===== config.mk =====
export PLATFORM = sky130hd
export DESIGN_NAME = sdc_reg_frontend
export DESIGN_NICKNAME = d
export VERILOG_FILES = /design/src/rtl/sdc_pkg.sv /design/src/rtl/sdc_cmd_frame.sv /design/src/rtl/sdc_rsp_buf.sv /design/src/rtl/sdc_dat_xfer.sv /design/src/rtl/sdc_reg_frontend.sv
export SDC_FILE = /design/constraint.sdc
export NUM_CORES = 1
export LEC_CHECK = 0
export ABC_AREA = 1
export ABC_CLOCK_PERIOD_IN_PS = 5000
export BUFFER_PORTS_ARGS = -buffer_cell sky130_fd_sc_hd__buf_2
export CELL_PAD_IN_SITES_DETAIL_PLACEMENT = 0
export CELL_PAD_IN_SITES_GLOBAL_PLACEMENT = 2
export CORE_MARGIN = 2
export CORE_UTILIZATION = 41
export CTS_BUF_LIST = sky130_fd_sc_hd__clkbuf_4 sky130_fd_sc_hd__clkbuf_8
export DETAILED_ROUTE_END_ITERATION = 6
export PLACE_DENSITY = 0.83
export REMOVE_ABC_BUFFERS = 1
export SLEW_MARGIN = 20
export SYNTH_ARGS = -nofsm -noshare
export SYNTH_HDL_FRONTEND = slang
export SYNTH_SLANG_ARGS = --single-unit

===== constraint.sdc =====
create_clock -name clk -period 5 [get_ports clk]
set_clock_uncertainty 0.15 [all_clocks]
set_input_delay 0.25 -clock clk [delete_from_list [all_inputs] [get_ports clk]]
set_output_delay 0.25 -clock clk [all_outputs]
set_load 0.02 [all_outputs]

===== src/rtl/sdc_pkg.sv =====
package sdc_pkg;
  localparam int unsigned SDC_W_CLKDIV  = 0;
  localparam int unsigned SDC_W_ENABLE  = 1;
  localparam int unsigned SDC_W_PENDING = 2;
  localparam int unsigned SDC_W_START   = 3;
  localparam int unsigned SDC_W_CMD     = 4;
  localparam int unsigned SDC_W_DATA    = 5;

  localparam int unsigned EN_CMD_RX = 1;
  localparam int unsigned EN_DAT_RX = 3;

  localparam int unsigned RSP_SHORT = 4;
  localparam int unsigned RSP_LONG  = 16;
  localparam logic [7:0]  RSP_LONG_TAG = 8'h3F;
  localparam logic [7:0]  NOCARD_BYTE  = 8'hFF;
endpackage


===== src/rtl/sdc_cmd_frame.sv =====
module sdc_cmd_frame
  import sdc_pkg::*;
#(
  parameter int BYTE_W  = 8,
  parameter int FRAME_N = 6,
  parameter int CMD_W   = 6
) (
  input  logic                            clk,
  input  logic                            rst_n,
  input  logic                            wr_en,
  input  logic [BYTE_W-1:0]               wr_byte,
  output logic                            req_valid,
  output logic [CMD_W-1:0]                req_cmd,
  output logic [(FRAME_N-2)*BYTE_W-1:0]   req_arg
);
  localparam int ARG_W = (FRAME_N - 2) * BYTE_W;
  localparam int PTR_W = $clog2(FRAME_N);

  logic [PTR_W-1:0] wptr_q;
  logic             skip_q;
  logic             valid_q;
  logic [CMD_W-1:0] cmd_q;
  logic [ARG_W-1:0] arg_q;

  always_ff @(posedge clk) begin
    if (!rst_n) begin
      wptr_q  <= '0;
      skip_q  <= 1'b0;
      valid_q <= 1'b0;
      cmd_q   <= '0;
      arg_q   <= '0;
    end else begin
      valid_q <= 1'b0;
      if (wr_en) begin
        if (skip_q) begin
          skip_q <= 1'b0;
        end else if (wptr_q == PTR_W'(0)) begin
          cmd_q  <= wr_byte[CMD_W-1:0];
          wptr_q <= PTR_W'(1);
        end else if (wptr_q == PTR_W'(FRAME_N - 1)) begin
          // last byte carries the check code, which is not forwarded
          wptr_q  <= '0;
          valid_q <= 1'b1;
          skip_q  <= (cmd_q == '0);
        end else begin
          arg_q  <= {arg_q[ARG_W-BYTE_W-1:0], wr_byte};
          wptr_q <= wptr_q + PTR_W'(1);
        end
      end
    end
  end

  assign req_valid = valid_q;
  assign req_cmd   = cmd_q;
  assign req_arg   = arg_q;
endmodule


===== src/rtl/sdc_rsp_buf.sv =====
module sdc_rsp_buf
  import sdc_pkg::*;
#(
  parameter int BYTE_W  = 8,
  parameter int CMD_W   = 6,
  parameter int LEN_W   = 5,
  parameter int RSP_MAX = RSP_LONG + 1
) (
  input  logic              clk,
  input  logic              rst_n,
  input  logic              issue,
  input  logic [CMD_W-1:0]  issue_cmd,
  input  logic              crsp_valid,
  input  logic [LEN_W-1:0]  crsp_len,
  input  logic [BYTE_W-1:0] crsp_data,
  output logic              crsp_ready,
  output logic              busy,
  input  logic              rd_en,
  output logic [BYTE_W-1:0] rd_byte,
  output logic              rd_past
);
  localparam int IDX_W = $clog2(RSP_MAX + 1);

  logic [BYTE_W-1:0] rbuf_q [RSP_MAX];
  logic              busy_q;
  logic [LEN_W-1:0]  bcnt_q;
  logic [IDX_W-1:0]  len_q;
  logic [IDX_W-1:0]  rptr_q;
  logic [IDX_W-1:0]  wr_idx;
  logic              beat;
  logic              last;

  assign wr_idx = IDX_W'(bcnt_q) + IDX_W'(1);
  assign beat   = crsp_valid && busy_q;
  assign last   = (crsp_len == '0) || (bcnt_q == crsp_len - LEN_W'(1));

  always_ff @(posedge clk) begin
    if (!rst_n) begin
      busy_q <= 1'b0;
      bcnt_q <= '0;
      len_q  <= '0;
      rptr_q <= '0;
      for (int i = 0; i < RSP_MAX; i++) rbuf_q[i] <= '0;
    end else begin
      if (issue) begin
        busy_q    <= 1'b1;
        bcnt_q    <= '0;
        rbuf_q[0] <= BYTE_W'(issue_cmd);
      end else if (beat) begin
        if (crsp_len != '0 && wr_idx < IDX_W'(RSP_MAX)) rbuf_q[wr_idx] <= crsp_data;
        bcnt_q <= bcnt_q + LEN_W'(1);
        if (last) begin
          busy_q <= 1'b0;
          bcnt_q <= '0;
          rptr_q <= '0;
          if (crsp_len == LEN_W'(RSP_LONG)) begin
            len_q     <= IDX_W'(RSP_LONG + 1);
            rbuf_q[0] <= RSP_LONG_TAG;
          end else if (crsp_len == LEN_W'(RSP_SHORT)) begin
            len_q                <= IDX_W'(RSP_SHORT + 2);
            rbuf_q[RSP_SHORT + 1] <= '0;
          end else begin
            len_q <= IDX_W'(crsp_len);
          end
        end
      end
      if (rd_en) rptr_q <= rd_past ? '0 : rptr_q + IDX_W'(1);
    end
  end

  assign rd_past    = (rptr_q >= len_q);
  assign rd_byte    = rd_past ? '0 : rbuf_q[rptr_q];
  assign crsp_ready = busy_q;
  assign busy       = busy_q;
endmodule


===== src/rtl/sdc_dat_xfer.sv =====
module sdc_dat_xfer #(
  parameter int DATA_W = 32,
  parameter int BYTE_W = 8
) (
  input  logic              clk,
  input  logic              rst_n,
  input  logic              start_wr,
  input  logic              start_rd,
  input  logic              ack,
  input  logic [DATA_W-1:0] wdata,
  output logic              done,
  output logic [DATA_W-1:0] rdata,
  output logic              dtx_valid,
  input  logic              dtx_ready,
  output logic [BYTE_W-1:0] dtx_data,
  input  logic              drx_valid,
  output logic              drx_ready,
  input  logic [BYTE_W-1:0] drx_data
);
  localparam int NB    = DATA_W / BYTE_W;
  localparam int CNT_W = $clog2(NB + 1);

  logic              active_q;
  logic              dir_wr_q;
  logic [CNT_W-1:0]  cnt_q;
  logic [DATA_W-1:0] sh_q;
  logic              more;

  assign more = active_q && (cnt_q != CNT_W'(NB));

  always_ff @(posedge clk) begin
    if (!rst_n) begin
      active_q <= 1'b0;
      dir_wr_q <= 1'b0;
      cnt_q    <= '0;
      sh_q     <= '0;
    end else if (ack) begin
      active_q <= 1'b0;
    end else if (!active_q && (start_wr || start_rd)) begin
      active_q <= 1'b1;
      dir_wr_q <= start_wr;
      cnt_q    <= '0;
      sh_q     <= start_wr ? wdata : '0;
    end else if (more) begin
      if (dir_wr_q && dtx_ready) begin
        sh_q  <= sh_q << BYTE_W;
        cnt_q <= cnt_q + CNT_W'(1);
      end else if (!dir_wr_q && drx_valid) begin
        sh_q  <= {sh_q[DATA_W-BYTE_W-1:0], drx_data};
        cnt_q <= cnt_q + CNT_W'(1);
      end
    end
  end

  assign done      = active_q && !more;
  assign rdata     = sh_q;
  assign dtx_valid = more && dir_wr_q;
  assign dtx_data  = sh_q[DATA_W-1 -: BYTE_W];
  assign drx_ready = more && !dir_wr_q;
endmodule


===== src/rtl/sdc_reg_frontend.sv =====
module sdc_reg_frontend
  import sdc_pkg::*;
#(
  parameter int ADDR_W  = 5,
  parameter int DATA_W  = 32,
  parameter int BYTE_W  = 8,
  parameter int FRAME_N = 6,
  parameter int CMD_W   = 6,
  parameter int LEN_W   = 5,
  parameter int EN_W    = 4,
  parameter int START_W = 2
) (
  input  logic                          clk,
  input  logic                          rst_n,
  input  logic                          card_present,
  input  logic                          bus_req,
  input  logic                          bus_we,
  input  logic [ADDR_W-1:0]             bus_addr,
  input  logic [DATA_W-1:0]             bus_wdata,
  output logic                          bus_gnt,
  output logic                          bus_rvalid,
  output logic [DATA_W-1:0]             bus_rdata,
  output logic                          rsp_overrun,
  output logic [DATA_W-1:0]             cfg_clkdiv,
  output logic [EN_W-1:0]               cfg_enable,
  output logic [START_W-1:0]            cfg_start,
  output logic                          creq_valid,
  output logic [CMD_W-1:0]              creq_cmd,
  output logic [(FRAME_N-2)*BYTE_W-1:0] creq_arg,
  input  logic                          crsp_valid,
  output logic                          crsp_ready,
  input  logic [LEN_W-1:0]              crsp_len,
  input  logic [BYTE_W-1:0]             crsp_data,
  output logic                          dtx_valid,
  input  logic                          dtx_ready,
  output logic [BYTE_W-1:0]             dtx_data,
  input  logic                          drx_valid,
  output logic                          drx_ready,
  input  logic [BYTE_W-1:0]             drx_data
);
  localparam int WORD_W = ADDR_W - 2;

  logic [WORD_W-1:0] word;
  logic              unused_addr_lsb;
  logic hit_clk, hit_en, hit_pend, hit_start, hit_cmd, hit_dat;
  logic acc, rsp_busy, cmd_wr_en, cmd_rd_en, dat_done;
  logic [BYTE_W-1:0] rsp_byte;
  logic              rsp_past;
  logic [DATA_W-1:0] dat_word, rd_mux;
  logic [DATA_W-1:0] clkdiv_q, rdata_q;
  logic [EN_W-1:0]   enable_q;
  logic [START_W-1:0] start_q;
  logic              rvalid_q, ovr_q;

  assign word            = bus_addr[ADDR_W-1:2];
  assign unused_addr_lsb = ^bus_addr[1:0];
  assign hit_clk   = (word == WORD_W'(SDC_W_CLKDIV));
  assign hit_en    = (word == WORD_W'(SDC_W_ENABLE));
  assign hit_pend  = (word == WORD_W'(SDC_W_PENDING));
  assign hit_start = (word == WORD_W'(SDC_W_START));
  assign hit_cmd   = (word == WORD_W'(SDC_W_CMD));
  assign hit_dat   = (word == WORD_W'(SDC_W_DATA));

  always_comb begin
    if (hit_cmd)      bus_gnt = !card_present || (!rsp_busy && !creq_valid);
    else if (hit_dat) bus_gnt = !card_present || dat_done;
    else              bus_gnt = 1'b1;
  end

  assign acc       = bus_req && bus_gnt;
  assign cmd_wr_en = acc && bus_we && hit_cmd && card_present;
  assign cmd_rd_en = acc && !bus_we && hit_cmd && card_present;

  sdc_cmd_frame #(.BYTE_W(BYTE_W), .FRAME_N(FRAME_N), .CMD_W(CMD_W)) u_frame (
    .clk(clk), .rst_n(rst_n), .wr_en(cmd_wr_en), .wr_byte(bus_wdata[BYTE_W-1:0]),
    .req_valid(creq_valid), .req_cmd(creq_cmd), .req_arg(creq_arg)
  );

  sdc_rsp_buf #(.BYTE_W(BYTE_W), .CMD_W(CMD_W), .LEN_W(LEN_W)) u_rsp (
    .clk(clk), .rst_n(rst_n), .issue(creq_valid), .issue_cmd(creq_cmd),
    .crsp_valid(crsp_valid), .crsp_len(crsp_len), .crsp_data(crsp_data),
    .crsp_ready(crsp_ready), .busy(rsp_busy),
    .rd_en(cmd_rd_en), .rd_byte(rsp_byte), .rd_past(rsp_past)
  );

  sdc_dat_xfer #(.DATA_W(DATA_W), .BYTE_W(BYTE_W)) u_dat (
    .clk(clk), .rst_n(rst_n),
    .start_wr(bus_req && bus_we && hit_dat && card_present),
    .start_rd(bus_req && !bus_we && hit_dat && card_present),
    .ack(acc && hit_dat), .wdata(bus_wdata), .done(dat_done), .rdata(dat_word),
    .dtx_valid(dtx_valid), .dtx_ready(dtx_ready), .dtx_data(dtx_data),
    .drx_valid(drx_valid), .drx_ready(drx_ready), .drx_data(drx_data)
  );

  always_comb begin
    rd_mux = '0;
    if (hit_clk)   rd_mux = clkdiv_q;
    if (hit_en)    rd_mux = DATA_W'(enable_q);
    if (hit_pend) begin
      rd_mux[EN_CMD_RX] = enable_q[EN_CMD_RX];
      rd_mux[EN_DAT_RX] = enable_q[EN_DAT_RX];
    end
    if (hit_start) rd_mux = DATA_W'(start_q);
    if (hit_cmd)   rd_mux = DATA_W'(card_present ? rsp_byte : NOCARD_BYTE);
    if (hit_dat)   rd_mux = card_present ? dat_word : '1;
  end

  always_ff @(posedge clk) begin
    if (!rst_n) begin
      clkdiv_q <= '0;
      enable_q <= '0;
      start_q  <= '0;
      rdata_q  <= '0;
      rvalid_q <= 1'b0;
      ovr_q    <= 1'b0;
    end else begin
      rvalid_q <= acc && !bus_we;
      ovr_q    <= cmd_rd_en && rsp_past;
      if (acc && !bus_we) rdata_q <= rd_mux;
      if (acc && bus_we) begin
        if (hit_clk)   clkdiv_q <= bus_wdata;
        if (hit_en)    enable_q <= bus_wdata[EN_W-1:0];
        if (hit_start) start_q  <= bus_wdata[START_W-1:0];
      end
    end
  end

  assign bus_rvalid  = rvalid_q;
  assign bus_rdata   = rdata_q;
  assign rsp_overrun = ovr_q;
  assign cfg_clkdiv  = clkdiv_q;
  assign cfg_enable  = enable_q;
  assign cfg_start   = start_q;
endmodule


==> results.py <==
metrics = {
    "die": {
        "coreArea_mm2": 0.0453,
        "chipWidth_um": 218,
        "die_y_um": 218,
        "die-area_mm2": 0.0476,
        "boundaryPins": 189,
        "start_util_pct": 41.5,
        "rows": 78,
    },
    "grt": {
        "grt_start_max_net_pins": 87,
        "use_met1_pct": 30.6,
        "first_global_vias": 14900,
        "top_usage_layer": "met2",
        "grt_use_met2_pct": 38.5,
        "grt-ovfl-total": 0,
        "met3_usage_pct": 4.70,
        "grt_pass1_wl_um": 84600,
        "antenna_found_initial": 1,
        "grtUsageTotal_pct": 23.2,
    },
    "routing": {
        "drtIter0Drc": 1038,
        "via_count": 15300,
        "drc": 0,
        "detail-route-antenna-nets": 0,
        "viasPerCell": 5.04,
        "wl_per_cell_um": 18.2,
        "drt-total-wl_um": 55300,
        "dr.pass1.iters": 6,
    },
    "critical_path": {
        "critPathLaunch": "bus_addr[2]",
        "cpMaxStageDelayCell": "inv_2",
        "regToRegEndpoint": "u_dat.rdata[4]",
        "cp_common_cell": "dlygate4sd3_1",
        "critPathMaxStageDelay_ps": 740,
        "cp-start-kind": "primary input",
        "worstReg2RegStart": "u_dat.cnt_q[0]",
        "path_cells": "dlygate4sd3_1 > buf_2 > nor2_2 > nand2_4 > dlygate4sd3_1 > nor2_4 > a22oi_4 > nand3_1 > nand2_2 > inv_2 > o21ai_0 > a31oi_1 > dlygate4sd3_1",
        "critPathMaxFanout": 66,
        "cp_num_buf_inv": 5,
        "worstPathRequired_ps": 5410,
        "crit_arrival_ps": 4090,
        "worstRegToRegCells": 12,
        "r2r_slack_ps": 1770,
        "cpLargestDelayFamily": "buffers and inverters",
        "path_class": "in -> reg",
        "crit_path_end_kind": "flip-flop",
    },
    "cts": {
        "cts_tree": "done",
        "clk_pin_slew_ps": 60,
        "cts-root-buf": "clkbuf_8",
        "insertion_delay_ps": 650,
        "htree_levels": 3,
        "clock_path_buffers": 3,
        "cts_sinks": 429,
        "cts_inserted_buffers": 74,
    },
    "run": {
        "max-cap-violations": 0,
    },
    "synthesis": {
        "syn_avg_cell_area_um2": 9.13,
        "yosysSeqAreaShare_pct": 59.3,
        "synth_edf_count": 256,
        "synth_cells": 2060,
        "syn_area_mm2": 0.0188,
        "yosys_register_bits": 429,
        "synth-async-reset-ratio_pct": 0,
        "ys_warn_count": 0,
        "ys.flop_type": "edfxtp_1",
        "ys_types": 47,
    },
    "placement": {
        "io_buffers": 186,
        "gp_congestion": 0.803,
        "dpl.hpwl_um": 35400,
        "dpl_worst_slack_ps": 1660,
    },
    "power_and_ir_drop": {
        "pwr-share-clk_pct": 42.1,
        "power.internal_mw": 5.79,
        "comb_power_share_pct": 5.8,
        "p_per_area_mw_per_mm2": 334,
        "pwr-share-seq_pct": 52.1,
        "p_leak_nw": 9.49,
        "p_sw_mw": 1.75,
        "sw_frac_of_total_pct": 23.2,
        "power.total_mw": 7.54,
        "ir_drop_uv": 225,
    },
    "cells_and_area": {
        "mostFrequentLayoutCells": "nand2_1, nand3_1, edfxtp_1, nor2_1, buf_2",
        "areaGrowthSynthToFinish_pct": 20.0,
        "fin_nets": 2461,
        "layout_commonest_cell": "nand2_1",
        "drive_gt1_share_pct": 15.6,
    },
    "timing": {
        "setup_viol": 0,
        "final_hold_viol_count": 0,
        "final-max-slew-violation-count": 0,
        "slew_headroom_pct": 24.3,
        "fmax_mhz": 272,
        "post-route-min-period_ps": 3680,
        "grt_setup_unrepaired": "false",
        "max_slew.worst_pin.slew_ps": 1130,
        "post-route-period-util_pct": 73.5,
        "worst_slack_ps": 1320,
    },
    "min_path": {
        "hold_class": "in -> reg",
        "min_path_cells": 4,
        "min_from": "bus_we",
        "min_delay_worst_endpoint": "u_frame.skip_q",
    },
    "status": {
        "run_status": "complete, no violations",
    },
}
==> synthesized netlist by cell type, types with 12 or more instances <==
master	instances	area (um^2)
nand2_1	430	1610
nand3_1	282	1410
edfxtp_1	256	7690
nor2_1	204	766
dfxtp_1	173	3460
inv_1	135	507
a21oi_1	133	666
o21ai_0	130	651
clkbuf_1	53	199
buf_2	45	225
o21ai_1	40	200
a31oi_1	32	200
nand2_2	20	125
ha_1	15	188
buf_6	12	135
==> flip-flops by register name, indices dropped and copies added, names as in the netlist, 2 cells and up, named ones only <==
| name | cells |
|---|---|
| u_dat.cnt_q | 3 |
| u_frame.wptr_q | 3 |
| u_rsp.bcnt_q | 5 |
| cfg_enable | 4 |
| bus_rdata | 32 |
| u_rsp.rbuf_q | 256 |
| cfg_start | 2 |
| u_frame.req_cmd | 6 |
| u_rsp.len_q | 5 |
| cfg_clkdiv | 32 |
| u_frame.req_arg | 32 |
| u_rsp.rptr_q | 5 |
| u_dat.rdata | 32 |
==> logic make-up (layout without fill, tap and decap cells) <==
| family | count (synthesis) | after routing | share of synthesized area (%) |
|---|---|---|---|
| and+or+nand+nor | 972 | 972 | 22.5 |
| DFF | 429 | 429 | 59.3 |
| other | 1 | 97 | 0.0199 |
| xor gates and xnor gates | 13 | 13 | 0.646 |
| buffers and inverters | 275 | 556 | 6.54 |
| adders and majority gates | 15 | 15 | 0.998 |
| AOI/OAI and AO/OA | 355 | 355 | 10.0 |
==> layout make-up <==
cell class | instances | area (um^2)
Inverter | 144 | 547
Multi-Input combinational cell | 1451 | 6790
Sequential cell | 429 | 11200
Clock inverter | 16 | 75.1
Antenna cell | 1 | 2.50
Clock buffer | 116 | 1400
Tap cell | 600 | 751
Timing Repair Buffer | 280 | 1840
Fill cell | 4398 | 22700
==> worst register-to-register path: stages, from the launching register on <==
cell and delay [ps]:
dfxtp_1 350, inv_1 70, ha_1 210, nand2_1 70, nand2_1 90, nor2_1 180, nand2_1 90, o211ai_1 110
nand2_2 130, inv_2 740, o21ai_0 240, a31oi_1 200, dlygate4sd3_1 560
==> repair_timing <==
item | in CTS | in global routing
setup buffers | 0 | 0
endpoints found under the hold margin | 241 | 0
gates resized for setup | 0 | 0
hold buffers | 77 | 0
endpoints found under the setup margin | 0 | 0
==> how the worst max path moves through the flow <==
stage / cells past startpoint / to / slack, ps
after detailed placement: 7 / u_rsp.rbuf_q[16][5] / 1660
final: 13 / u_dat.rdata[4] / 1320
after CTS: 13 / u_dat.rdata[4] / 1400
after global routing: 13 / u_dat.rdata[4] / 1070
after floorplan: 13 / bus_rdata[3] / -950
after global placement: 7 / u_rsp.rbuf_q[16][5] / 1700
==> power groups by stage <==
| stage | Clock (mW) | Combinational, mW | Sequential [mW] |
|---|---|---|---|
| detailed placement | 0 | 0.393 | 4.00 |
| CTS | 3.26 | 0.437 | 3.93 |
| finish | 3.18 | 0.437 | 3.93 |
| floorplan | 0 | 0.183 | 4.02 |
| global placement | 0 | 0.388 | 4.00 |
| global route | 3.40 | 0.483 | 3.94 |
==> stage by stage <==
stage / instance area (um^2) / TNS (ps) / cells / hold slack [ps] / utilization, %
floorplan: 18500 / -7520 / 2024 / 177 / -
global placement: 20300 / 0 / 2827 / 282 / 44.9
detailed placement: 20300 / 0 / 2827 / 286 / 44.9
CTS: 22600 / 0 / 3036 / 94.7 / 49.8
global route: 22600 / 0 / 3036 / 143 / 49.8
finish: 22600 / 0 / 3037 / 153 / 49.8
==> per-layer routing <==
layer  vias up  part of all wire, %
met2       379                   48
met3        84                  5.6
met4         2                  2.4
li1       7542                    -
met5         -                0.013
met1      7285                   44
No activity file was read; power rests on OpenSTA's default activity.
